===== src/rtl/bcd_pkg.sv =====
package bcd_pkg;
  localparam int OP_W       = 8;
  localparam int WORD_BYTES = 4;
  localparam int OFS_W      = $clog2(WORD_BYTES);
  localparam int OPND_W     = (WORD_BYTES - 1) * 8;

  typedef enum logic [1:0] {
    K_UNDEF = 2'b00,
    K_HW    = 2'b01,
    K_EMU   = 2'b10
  } bc_kind_e;

  typedef struct packed {
    logic [1:0] cls;
    logic [1:0] len_m1;
  } tbl_entry_t;

  function automatic bc_kind_e cls_to_kind(input logic [1:0] cls);
    case (cls)
      2'b01:   return K_HW;
      2'b10:   return K_EMU;
      default: return K_UNDEF;
    endcase
  endfunction
endpackage


===== src/rtl/bcd_class_table.sv =====
module bcd_class_table
  import bcd_pkg::*;
#(
  parameter int ENTRIES = 256
) (
  input  logic                       clk,
  input  logic                       rst_n,
  input  logic                       wr_en,
  input  logic [$clog2(ENTRIES)-1:0] wr_idx,
  input  tbl_entry_t                 wr_data,
  input  logic [$clog2(ENTRIES)-1:0] rd_idx,
  output tbl_entry_t                 rd_data
);
  tbl_entry_t tab_q [ENTRIES];

  always_ff @(posedge clk or negedge rst_n) begin
    if (!rst_n) begin
      for (int i = 0; i < ENTRIES; i++) tab_q[i] <= '0;
    end else if (wr_en) begin
      tab_q[wr_idx] <= wr_data;
    end
  end

  assign rd_data = tab_q[rd_idx];
endmodule


===== src/rtl/bcd_fetch_buf.sv =====
module bcd_fetch_buf
  import bcd_pkg::*;
#(
  parameter int BUF_BYTES = 8,
  localparam int BUF_W    = BUF_BYTES * 8,
  localparam int CNT_W    = $clog2(BUF_BYTES + 1)
) (
  input  logic             clk,
  input  logic             rst_n,
  input  logic             start,
  input  logic [31:0]      start_pc,
  input  logic             run,
  input  logic             abort,
  input  logic             consume,
  input  logic [2:0]       take_len,
  input  logic             rvalid,
  input  logic [31:0]      rdata,
  output logic             req,
  output logic [31:0]      addr,
  output logic [31:0]      head_pc,
  output logic [31:0]      window,
  output logic [CNT_W-1:0] count
);
  logic [BUF_W-1:0] buf_q, buf_d, word_ext;
  logic [CNT_W-1:0] cnt_q, cnt_d;
  logic [31:0]      faddr_q, faddr_d, pc_q, pc_d;
  logic [OFS_W-1:0] skip_q, skip_d;
  logic             outst_q, outst_d, drop_q, drop_d;

  assign req     = run && !outst_q && (cnt_q <= CNT_W'(BUF_BYTES - WORD_BYTES));
  assign addr    = faddr_q;
  assign head_pc = pc_q;
  assign window  = buf_q[31:0];
  assign count   = cnt_q;

  always_comb begin
    buf_d    = buf_q;
    cnt_d    = cnt_q;
    faddr_d  = faddr_q;
    pc_d     = pc_q;
    skip_d   = skip_q;
    outst_d  = outst_q;
    drop_d   = drop_q;
    word_ext = BUF_W'(rdata >> {skip_q, 3'b000});
    if (consume) begin
      buf_d = buf_q >> {take_len, 3'b000};
      cnt_d = cnt_q - CNT_W'(take_len);
      pc_d  = pc_q + 32'(take_len);
    end
    if (rvalid) begin
      outst_d = 1'b0;
      if (drop_q) begin
        drop_d = 1'b0;
      end else if (run) begin
        buf_d  = buf_d | (word_ext << {cnt_d, 3'b000});
        cnt_d  = cnt_d + CNT_W'(WORD_BYTES) - CNT_W'(skip_q);
        skip_d = '0;
      end
    end
    if (req) begin
      faddr_d = faddr_q + 32'(WORD_BYTES);
      outst_d = 1'b1;
    end
    if (abort && outst_q && !rvalid) drop_d = 1'b1;
    if (start) begin
      buf_d   = '0;
      cnt_d   = '0;
      pc_d    = start_pc;
      faddr_d = {start_pc[31:OFS_W], {OFS_W{1'b0}}};
      skip_d  = start_pc[OFS_W-1:0];
    end
  end

  always_ff @(posedge clk or negedge rst_n) begin
    if (!rst_n) begin
      buf_q   <= '0;
      cnt_q   <= '0;
      faddr_q <= '0;
      pc_q    <= '0;
      skip_q  <= '0;
      outst_q <= 1'b0;
      drop_q  <= 1'b0;
    end else begin
      buf_q   <= buf_d;
      cnt_q   <= cnt_d;
      faddr_q <= faddr_d;
      pc_q    <= pc_d;
      skip_q  <= skip_d;
      outst_q <= outst_d;
      drop_q  <= drop_d;
    end
  end
endmodule


===== src/rtl/bcd_decode.sv =====
module bcd_decode
  import bcd_pkg::*;
#(
  parameter int          EMU_SHIFT    = 4,
  parameter logic [31:0] UNDEF_VECTOR = 32'h0000_0100,
  parameter int          CNT_W        = 4
) (
  input  logic              clk,
  input  logic              rst_n,
  input  logic              active,
  input  logic              irq,
  input  logic [31:0]       window,
  input  logic [CNT_W-1:0]  count,
  input  logic [31:0]       head_pc,
  input  tbl_entry_t        entry,
  input  logic [31:0]       emu_base,
  output logic [OP_W-1:0]   look_op,
  output logic              consume,
  output logic [2:0]        take_len,
  output logic              exit_now,
  output logic [31:0]       restart_pc,
  output logic              disp_valid,
  output logic [1:0]        disp_kind,
  output logic [OP_W-1:0]   disp_opcode,
  output logic [OPND_W-1:0] disp_operands,
  output logic [31:0]       disp_pc,
  output logic [31:0]       disp_target
);
  // stage 1: opcode extraction and class lookup
  logic [OPND_W-1:0] opnd_s1;
  // stage 2 registers
  logic              d2_v_q;
  bc_kind_e          d2_kind_q;
  logic [OP_W-1:0]   d2_op_q;
  logic [OPND_W-1:0] d2_opnd_q;
  logic [31:0]       d2_pc_q;
  // dispatch registers
  logic              dv_q, dv_d;
  logic [1:0]        dk_q;
  logic [OP_W-1:0]   dop_q;
  logic [OPND_W-1:0] dopnd_q;
  logic [31:0]       dpc_q, dtgt_q, tgt_d;

  assign look_op  = window[OP_W-1:0];
  assign take_len = {1'b0, entry.len_m1} + 3'd1;
  assign exit_now = active && d2_v_q && (d2_kind_q != K_HW);
  assign consume  = active && !irq && !exit_now && (count != '0) &&
                    (count >= CNT_W'(take_len));
  assign restart_pc = d2_v_q ? d2_pc_q : head_pc;

  always_comb begin
    opnd_s1 = '0;
    for (int b = 1; b < WORD_BYTES; b++) begin
      if (b <= int'(entry.len_m1)) opnd_s1[(b-1)*8 +: 8] = window[b*8 +: 8];
    end
  end

  assign dv_d = active && d2_v_q && !irq;

  always_comb begin
    case (d2_kind_q)
      K_HW:    tgt_d = '0;
      K_EMU:   tgt_d = emu_base + (32'(d2_op_q) << EMU_SHIFT);
      default: tgt_d = UNDEF_VECTOR;
    endcase
  end

  always_ff @(posedge clk or negedge rst_n) begin
    if (!rst_n) begin
      d2_v_q    <= 1'b0;
      d2_kind_q <= K_UNDEF;
      d2_op_q   <= '0;
      d2_opnd_q <= '0;
      d2_pc_q   <= '0;
    end else begin
      d2_v_q <= consume;
      if (consume) begin
        d2_kind_q <= cls_to_kind(entry.cls);
        d2_op_q   <= look_op;
        d2_opnd_q <= opnd_s1;
        d2_pc_q   <= head_pc;
      end
    end
  end

  always_ff @(posedge clk or negedge rst_n) begin
    if (!rst_n) begin
      dv_q    <= 1'b0;
      dk_q    <= '0;
      dop_q   <= '0;
      dopnd_q <= '0;
      dpc_q   <= '0;
      dtgt_q  <= '0;
    end else begin
      dv_q <= dv_d;
      if (dv_d) begin
        dk_q    <= d2_kind_q;
        dop_q   <= d2_op_q;
        dopnd_q <= d2_opnd_q;
        dpc_q   <= d2_pc_q;
        dtgt_q  <= tgt_d;
      end
    end
  end

  assign disp_valid    = dv_q;
  assign disp_kind     = dk_q;
  assign disp_opcode   = dop_q;
  assign disp_operands = dopnd_q;
  assign disp_pc       = dpc_q;
  assign disp_target   = dtgt_q;
endmodule


===== src/rtl/bcd_dispatch_unit.sv =====
module bcd_dispatch_unit
  import bcd_pkg::*;
#(
  parameter int          EMU_SHIFT    = 4,
  parameter logic [31:0] UNDEF_VECTOR = 32'h0000_0100,
  parameter int          BUF_BYTES    = 8
) (
  input  logic        clk,
  input  logic        rst_n,
  input  logic        tbl_we,
  input  logic [7:0]  tbl_idx,
  input  logic [3:0]  tbl_data,
  input  logic        enter_valid,
  input  logic        enter_cond,
  input  logic [31:0] enter_target,
  input  logic [31:0] native_pc,
  input  logic [31:0] emu_base,
  input  logic        irq,
  output logic        imem_req,
  output logic [31:0] imem_addr,
  input  logic        imem_rvalid,
  input  logic [31:0] imem_rdata,
  output logic        bc_state,
  output logic        saved_bc_state,
  output logic [31:0] link_pc,
  output logic [31:0] exit_pc,
  output logic        disp_valid,
  output logic [1:0]  disp_kind,
  output logic [7:0]  disp_opcode,
  output logic [23:0] disp_operands,
  output logic [31:0] disp_pc,
  output logic [31:0] disp_target
);
  localparam int CNT_W = $clog2(BUF_BYTES + 1);

  logic             st_q, st_d, sv_q, sv_d;
  logic [31:0]      link_q, link_d, xpc_q, xpc_d;
  logic             start, leave, run, exit_now, consume;
  logic [2:0]       take_len;
  logic [31:0]      head_pc, window, restart_pc;
  logic [CNT_W-1:0] count;
  logic [OP_W-1:0]  look_op;
  tbl_entry_t       entry;

  assign start = enter_valid && enter_cond && !st_q;
  assign leave = st_q && (irq || exit_now);
  assign run   = st_q && !leave;

  always_comb begin
    st_d   = st_q;
    sv_d   = sv_q;
    link_d = link_q;
    xpc_d  = xpc_q;
    if (start) begin
      st_d   = 1'b1;
      link_d = native_pc;
    end else if (leave) begin
      st_d  = 1'b0;
      xpc_d = restart_pc;
    end
    if (irq) sv_d = st_q;
  end

  always_ff @(posedge clk or negedge rst_n) begin
    if (!rst_n) begin
      st_q   <= 1'b0;
      sv_q   <= 1'b0;
      link_q <= '0;
      xpc_q  <= '0;
    end else begin
      st_q   <= st_d;
      sv_q   <= sv_d;
      link_q <= link_d;
      xpc_q  <= xpc_d;
    end
  end

  bcd_class_table #(.ENTRIES(256)) u_tab (
    .clk     (clk),
    .rst_n   (rst_n),
    .wr_en   (tbl_we && !st_q),
    .wr_idx  (tbl_idx),
    .wr_data (tbl_entry_t'(tbl_data)),
    .rd_idx  (look_op),
    .rd_data (entry)
  );

  bcd_fetch_buf #(.BUF_BYTES(BUF_BYTES)) u_fetch (
    .clk      (clk),
    .rst_n    (rst_n),
    .start    (start),
    .start_pc (enter_target),
    .run      (run),
    .abort    (leave),
    .consume  (consume),
    .take_len (take_len),
    .rvalid   (imem_rvalid),
    .rdata    (imem_rdata),
    .req      (imem_req),
    .addr     (imem_addr),
    .head_pc  (head_pc),
    .window   (window),
    .count    (count)
  );

  bcd_decode #(
    .EMU_SHIFT    (EMU_SHIFT),
    .UNDEF_VECTOR (UNDEF_VECTOR),
    .CNT_W        (CNT_W)
  ) u_dec (
    .clk           (clk),
    .rst_n         (rst_n),
    .active        (st_q),
    .irq           (irq),
    .window        (window),
    .count         (count),
    .head_pc       (head_pc),
    .entry         (entry),
    .emu_base      (emu_base),
    .look_op       (look_op),
    .consume       (consume),
    .take_len      (take_len),
    .exit_now      (exit_now),
    .restart_pc    (restart_pc),
    .disp_valid    (disp_valid),
    .disp_kind     (disp_kind),
    .disp_opcode   (disp_opcode),
    .disp_operands (disp_operands),
    .disp_pc       (disp_pc),
    .disp_target   (disp_target)
  );

  assign bc_state       = st_q;
  assign saved_bc_state = sv_q;
  assign link_pc        = link_q;
  assign exit_pc        = xpc_q;
endmodule


===== config.mk =====
export PLATFORM = sky130hd
export DESIGN_NAME = bcd_dispatch_unit
export DESIGN_NICKNAME = d
export VERILOG_FILES = /design/src/rtl/bcd_pkg.sv /design/src/rtl/bcd_class_table.sv /design/src/rtl/bcd_fetch_buf.sv /design/src/rtl/bcd_decode.sv /design/src/rtl/bcd_dispatch_unit.sv
export SDC_FILE = /design/constraint.sdc
export NUM_CORES = 2
export LEC_CHECK = 0
export BUFFER_PORTS_ARGS = -buffer_cell sky130_fd_sc_hd__buf_4
export CORE_MARGIN = 1
export CORE_UTILIZATION = 60
export DETAILED_ROUTE_END_ITERATION = 7
export PLACE_DENSITY = 0.78
export SKIP_LAST_GASP = 1
export SYNTH_ARGS = -nofsm -noshare
export SYNTH_HDL_FRONTEND = slang
export SYNTH_SLANG_ARGS = --single-unit

===== constraint.sdc =====
create_clock -name clk -period 16.65 [get_ports clk]
set_input_delay 2.4975 -clock clk [delete_from_list [all_inputs] [get_ports clk]]
set_output_delay 2.4975 -clock clk [all_outputs]
set_load 0.01 [all_outputs]

### Yosys cells after proc, flatten, opt, wreduce, memory -nomap -nowiden

Index checks and enable logic that the tools add are counted.

* word-level logic and storage cells: 631
* input bits: 147
* output and inout port bits: 198
* bits in registers: 1392

* order comparisons: 8
* add/subtract/negate cells: 7
* eq/ne operators: 6
* shift-type cells: 3
* bitwise logic cells: 4
* reduce and logical (&&, ||, !) cells: 34
* multiplexer cells: 35

Operators with widths (number)
* bitwise mux 1024 bit: 1
* 2-to-1 mux 64 bit: 5
* 2-to-1 mux 32 bit: 5
* OR 64 bit: 1
* one-hot mux 32 bit (2 select lines): 1
* << shifter 64 x 7 -> 64 bit: 1
* right shift 32 x 5 -> 64 bit: 1
* right shift 64 x 6 -> 64 bit: 1
* adder 32 x 12 -> 32 bit: 1
* adder 32 x 3 -> 32 bit: 1
* adder 32 x 3 -> 32 bit, second input constant: 1
* binary-select mux 4 bit (select 8 bit): 1
* demux 4 bit (select 8 bit): 1
* 2-to-1 mux 4 bit: 8
* 2-to-1 mux 8 bit: 3
* >= comparator 9 bit, second input constant: 2
* NOT 8 -> 9 bit: 2
* logical AND 1 bit: 17
* nonzero test 2 bit: 7
* less-than comparator 9 x 1 -> 1 bit, second input constant: 1
* 2-to-1 mux 2 bit: 4
* logical NOT 1 bit: 6
* 2-to-1 mux 1 bit: 5
* adder 4 x 3 -> 4 bit, second input constant: 1
* other kinds (17): 20

### Longest topological paths before layout

* depth after elaboration: 14
* gate-level depth with buffers: 34
* gate-level depth less buffers: 26

### By module

Synthesis repeated with hierarchy kept, for this count alone.

* cells, all modules: 5344
* area, all modules: 68219.2 µm²

By module, submodules not included
* bcd_class_table: seq. area each 25624.6 µm², area an instance 47652.0 µm², cells each 3305, instances 1
* bcd_fetch_buf: seq. area each 3353.2 µm², area an instance 10433.8 µm², cells each 1146, instances 1
* bcd_decode: seq. area each 4154.0 µm², area an instance 7518.5 µm², cells each 748, instances 1
* bcd_dispatch_unit: seq. area each 1651.6 µm², area an instance 2615.0 µm², cells each 145, instances 1

### Least setup slack after synthesis

OpenSTA, ideal clock, no wires.

* path kind: register to register
* from: register u_fetch.buf_q[0]
* to: register u_fetch.cnt_q[3] (netlist: u_fetch.count[3])
* period minus slack after synthesis: 6.387 ns
* slack: 10.263 ns
* setup time: 0.132 ns
* arrival time: 6.256 ns
* cell stages (with the launch flop): 32
* buffers on the path: 8
* data required time: 16.518 ns
* cells stage by stage: dfrtp_1 buf_6 buf_6 buf_6 buf_2 mux4_2 a211oi_1 a21oi_1 o211ai_1 nand4_1 a21oi_4 buf_4 buf_4 ha_1 fa_1 a21bo_2 a21oi_1 o21bai_1 nand2_1 inv_1 a21o_1 inv_1 clkbuf_1 buf_1 ha_1 ha_1 inv_1 fa_1 nor2_1 xnor2_1 xnor2_1 nor2_1

* word-level cells in the longest chain between the ends: 14
* elaborated cells on any way between the ends: 15
* classes of those cells: 4 x add/sub; 1 x order compare; 8 x mux; 1 x bitwise; 1 x reduce/logical

RTL lines
* start: declaration: line bcd_fetch_buf.sv:24 `logic [BUF_W-1:0] buf_q, buf_d, word_ext;`
* start signal: assignment: line bcd_fetch_buf.sv:84 `buf_q <= buf_d;`
* NOT 8 -> 9 bit (implied by the code) (*): line bcd_class_table.sv:24 `assign rd_data = tab_q[rd_idx];`
* binary-select mux 4 bit (select 8 bit) (*): line bcd_class_table.sv:24
* 2-to-1 mux 4 bit (implied by the code) (*) (2 in a row): line bcd_class_table.sv:24
* adder 2 x 1 -> 3 bit (*): line bcd_decode.sv:45 `assign take_len = {1'b0, entry.len_m1} + 3'd1;`
* >= comparator 4 x 3 -> 1 bit: line bcd_decode.sv:48 `(count >= CNT_W'(take_len));`
* logical AND 1 bit: line bcd_decode.sv:47 `assign consume = active && !irq && !exit_now && (count != '0) &&`
* 2-to-1 mux 4 bit (*): line bcd_fetch_buf.sv:45 `if (consume) begin`
* adder 4 x 3 -> 4 bit: line bcd_fetch_buf.sv:56 `cnt_d = cnt_d + CNT_W'(WORD_BYTES) - CNT_W'(skip_q);`
* subtractor 4 x 2 -> 4 bit: line bcd_fetch_buf.sv:56
* 2-to-1 mux 4 bit: line bcd_fetch_buf.sv:54 `end else if (run) begin`
* 2-to-1 mux 4 bit: line bcd_fetch_buf.sv:52 `if (drop_q) begin`
* 2-to-1 mux 4 bit (*): line bcd_fetch_buf.sv:50 `if (rvalid) begin`
* 2-to-1 mux 4 bit (*): line bcd_fetch_buf.sv:65 `if (start) begin`
* net u_fetch.cnt_d[3]: line bcd_fetch_buf.sv:25 `logic [CNT_W-1:0] cnt_q, cnt_d;`
* end signal: assignment: line bcd_fetch_buf.sv:85 `cnt_q <= cnt_d;`
* end: declaration: line bcd_fetch_buf.sv:25

Mark *: on every way through the listed nets, which the timed path passes. The rest lies on a longest branch. The select of a mux whose other input is x is not followed.
A chain may end at the register's enable or synchronous reset.

### Worst setup path in the final report

Ends and elaborated chain as after synthesis.

==> summary.md <==
| Metric | Value |
|---|---|
| Status | finished clean |
| Core Footprint | 0.109 mm2 |
| Async SR Flop Fraction | 100% |
| Most frequent cells in the layout | dfrtp_1, mux2_2, nand2_1 |
| Highest Clock Rate | 99.0 MHz |
| Fin. Hold Viols | 0 |
| Worst-Skew Late Latency | 770 ps |
| Fin crit period | 10,100 ps |
| FF+latch area | 0.0348 mm2 |
| CTS buffer count | 142 |
| Synthesized area | 0.0661 mm2 |
| WL per Instance | 26.9 um |
| Initial antenna violation count | 7 |
| Maxcap violations | 0 |
| 1st-iter DRT viols | 4,921 |
| Reg clk slew, reported paths | 60 ps |
| GRT Residual Overflow | 0 |
| Synthesized area per cell | 12.7 um2 |
| Max Slew Vio Count | 0 |
| Unrepaired setup endpoints after global routing | no |
| Multi-input gate area | 0.0297 mm2 |
| Leak | 35.6 nW |
| WL final | 187,000 um |
| 1st-pass router iterations | 6 |
| NumNets Final | 5,594 |
| Min-delay worst type | reg -> reg |
| Worst-Margin Slew | 1350 ps |
| Clk_skew | 39.6 ps |
| Vias in the first global route | 46,200 |
| CTS tree | built |
| Final Instance Area | 0.0744 mm2 |
| Detail Route Antenna Nets | 0 |
| Clock Path Buffers | 3 |
| Area Growth Syn to Fin | 12.6% |
| Register area share after synthesis | 52.6% |
| Die Width | 334 um |
| GPL Wtd Cong | 0.927 |
| Overall routing resource usage | 33.7% |
| YS warnings | 0 |
| Critical Path AT | 10,730 ps |
| H-tree Lvls | 4 |
| Post-CTS Hold Fix Bufs | 0 |
| Max VDD drop | 0.134 mV |
| Chip height | 334 um |
| Dpl hpwl | 122,000 um |
| # fillers | 7,516 |
| FF+latch count, synth | 1,390 |
| IO buf count | 342 |
| Layout Utilization | 68.2% |
| DRC viols | 0 |
| Share of post-route cells with drive strength above 1 | 36.3% |
| Synth unique cells | 72 |
| Critical path startpoint category | flip-flop |
| Crit Path Class | reg -> reg |
| Die area | 0.111 mm2 |
| Via count | 45,800 |
| CP max-delay cell | nor4_2 |
| CTS root buffer | clkbuf_16 |
| Starting Density | 60.6% |
| First-pass GRT wire length | 287,000 um |
| Worst Path Required | 17,280 ps |
| Slew headroom | 9.18% |
| Cells after synthesis | 5,210 |
| Most used DFF post-synth | dfrtp_1 |
| Final setup fails | 0 |
| Ports | 345 |
| Setup_tns | 0 ps |
| Number of flops mapped to enable cells by yosys | 0 |
| Pin count of the biggest net entering global routing | 160 |
| Pwr dens | 152 mW/mm2 |
| Worst Setup End Kind | flip-flop |
| Setup slack after layout | 6550 ps |
| CP max stage delay | 770 ps |
| DR vias/cell | 6.59 |
| Most common cell after layout, fill and taps aside | dfrtp_1 |
| Final period util | 60.7% |
| Post-CTS setup buffer count | 0 |
| CTS resizes | 0 |
| Crit path max fanout | 107 |
| Cell Rows | 121 |
| Clock sinks | 1,390 |
| Pre-CTS setup slack | 6770 ps |
| Post-DP Area | 0.0696 mm2 |
## final cells by class
class / count / share of cell area [%]
inverter: 38 / 0.195
antenna: 4 / 0.0135
clock inverter: 39 / 0.742
multi-input combinational: 3426 / 39.9
tap: 1414 / 2.38
sequential: 1390 / 46.8
timing repair buffer: 423 / 4.37
clock buffer: 213 / 5.62
## registers in the layout (all words and copies together), names as in the netlist
signal,flops
bc_state,1
exit_pc,32
link_pc,32
saved_bc_state,1
u_dec.d2_kind_q,2
u_dec.d2_op_q,8
u_dec.d2_opnd_q,24
u_dec.d2_pc_q,32
u_dec.d2_v_q,1
u_dec.disp_kind,2
u_dec.disp_opcode,8
u_dec.disp_operands,24
u_dec.disp_pc,32
u_dec.disp_target,32
u_dec.disp_valid,1
u_fetch.addr,30
u_fetch.buf_q,64
u_fetch.count,4
u_fetch.drop_q,1
u_fetch.head_pc,32
u_fetch.outst_q,1
u_fetch.skip_q,2
u_tab.tab_q,1024
## cells in the mapped netlist, drive strengths merged, types with 33 or more instances
master	count	area (um2)
and3	33	206
a21oi	125	637
nand2	812	3050
a22oi	61	458
mux2i	155	1550
dfrtp	1390	34800
o21ai	139	696
a22o	51	447
nor2	212	796
inv	37	139
mux4	264	5950
mux2	1057	11900
buf	75	521
clkbuf	282	1060
nand3	83	415
xnor2	49	429
## worst max-delay path: cells and delay by family, from the launching register on
family                     cells  cell delay [ps]
and+or+nand+nor                5             1810
DFF                            1              410
AOI/OAI and AO/OA              8             2480
adders and majority gates      5             1910
muxes                          1              210
buffers and inverters          6             2590
xor gates and xnor gates       2              310
## through the flow
stage / std cells / power [mW] / hold slack [ps]
floorplan: 5211 / 6.67 / 439
global placement: 6691 / 7.90 / 451
detailed placement: 6691 / 7.99 / 456
CTS: 6943 / 11.2 / 472
global route: 6944 / 11.7 / 496
finish: 6947 / 11.3 / 470
## final timing paths
path                                    start  slack (ps)  depth (start not counted)            endpoint
max reg2reg                  u_fetch.buf_q[0]        6550                         27    u_fetch.count[3]
max in group asynchronous               rst_n       11680                          4         link_pc[29]
min in group asynchronous               rst_n        1760                          1    u_tab.tab_q[491]
min                        u_dec.d2_opnd_q[0]         470                          2  u_dec.d2_opnd_q[0]
min reg2reg                u_dec.d2_opnd_q[0]         470                          2  u_dec.d2_opnd_q[0]
max                          u_fetch.buf_q[0]        6550                         27    u_fetch.count[3]
## report_power, final
group	internal [mW]	switching [mW]
Combinational	1.48	2.21
Clock	1.88	1.36
Sequential	3.88	0.458
## kinds of logic (layout without fill, tap and decap cells)
family,Yosys count,after routing,share of synthesized area [%]
AO/OA/AOI/OAI,545,545,5.51
XOR/XNOR,74,74,0.981
adder cells (fa/ha/maj),26,26,0.538
buffers and inverters,395,713,2.61
flip-flops,1390,1390,52.6
multiplexers,1476,1476,29.4
other,1,6,0.00568
AND/OR/NAND/NOR,1303,1303,8.34
## layer usage
layer  routed length (um)  GRT usage, %
met4                 8510          14.3
met2                86900          51.9
met1                74500          46.4
met5                   72             0
met3                17000          7.83
No activity file was read; power rests on OpenSTA's default activity.
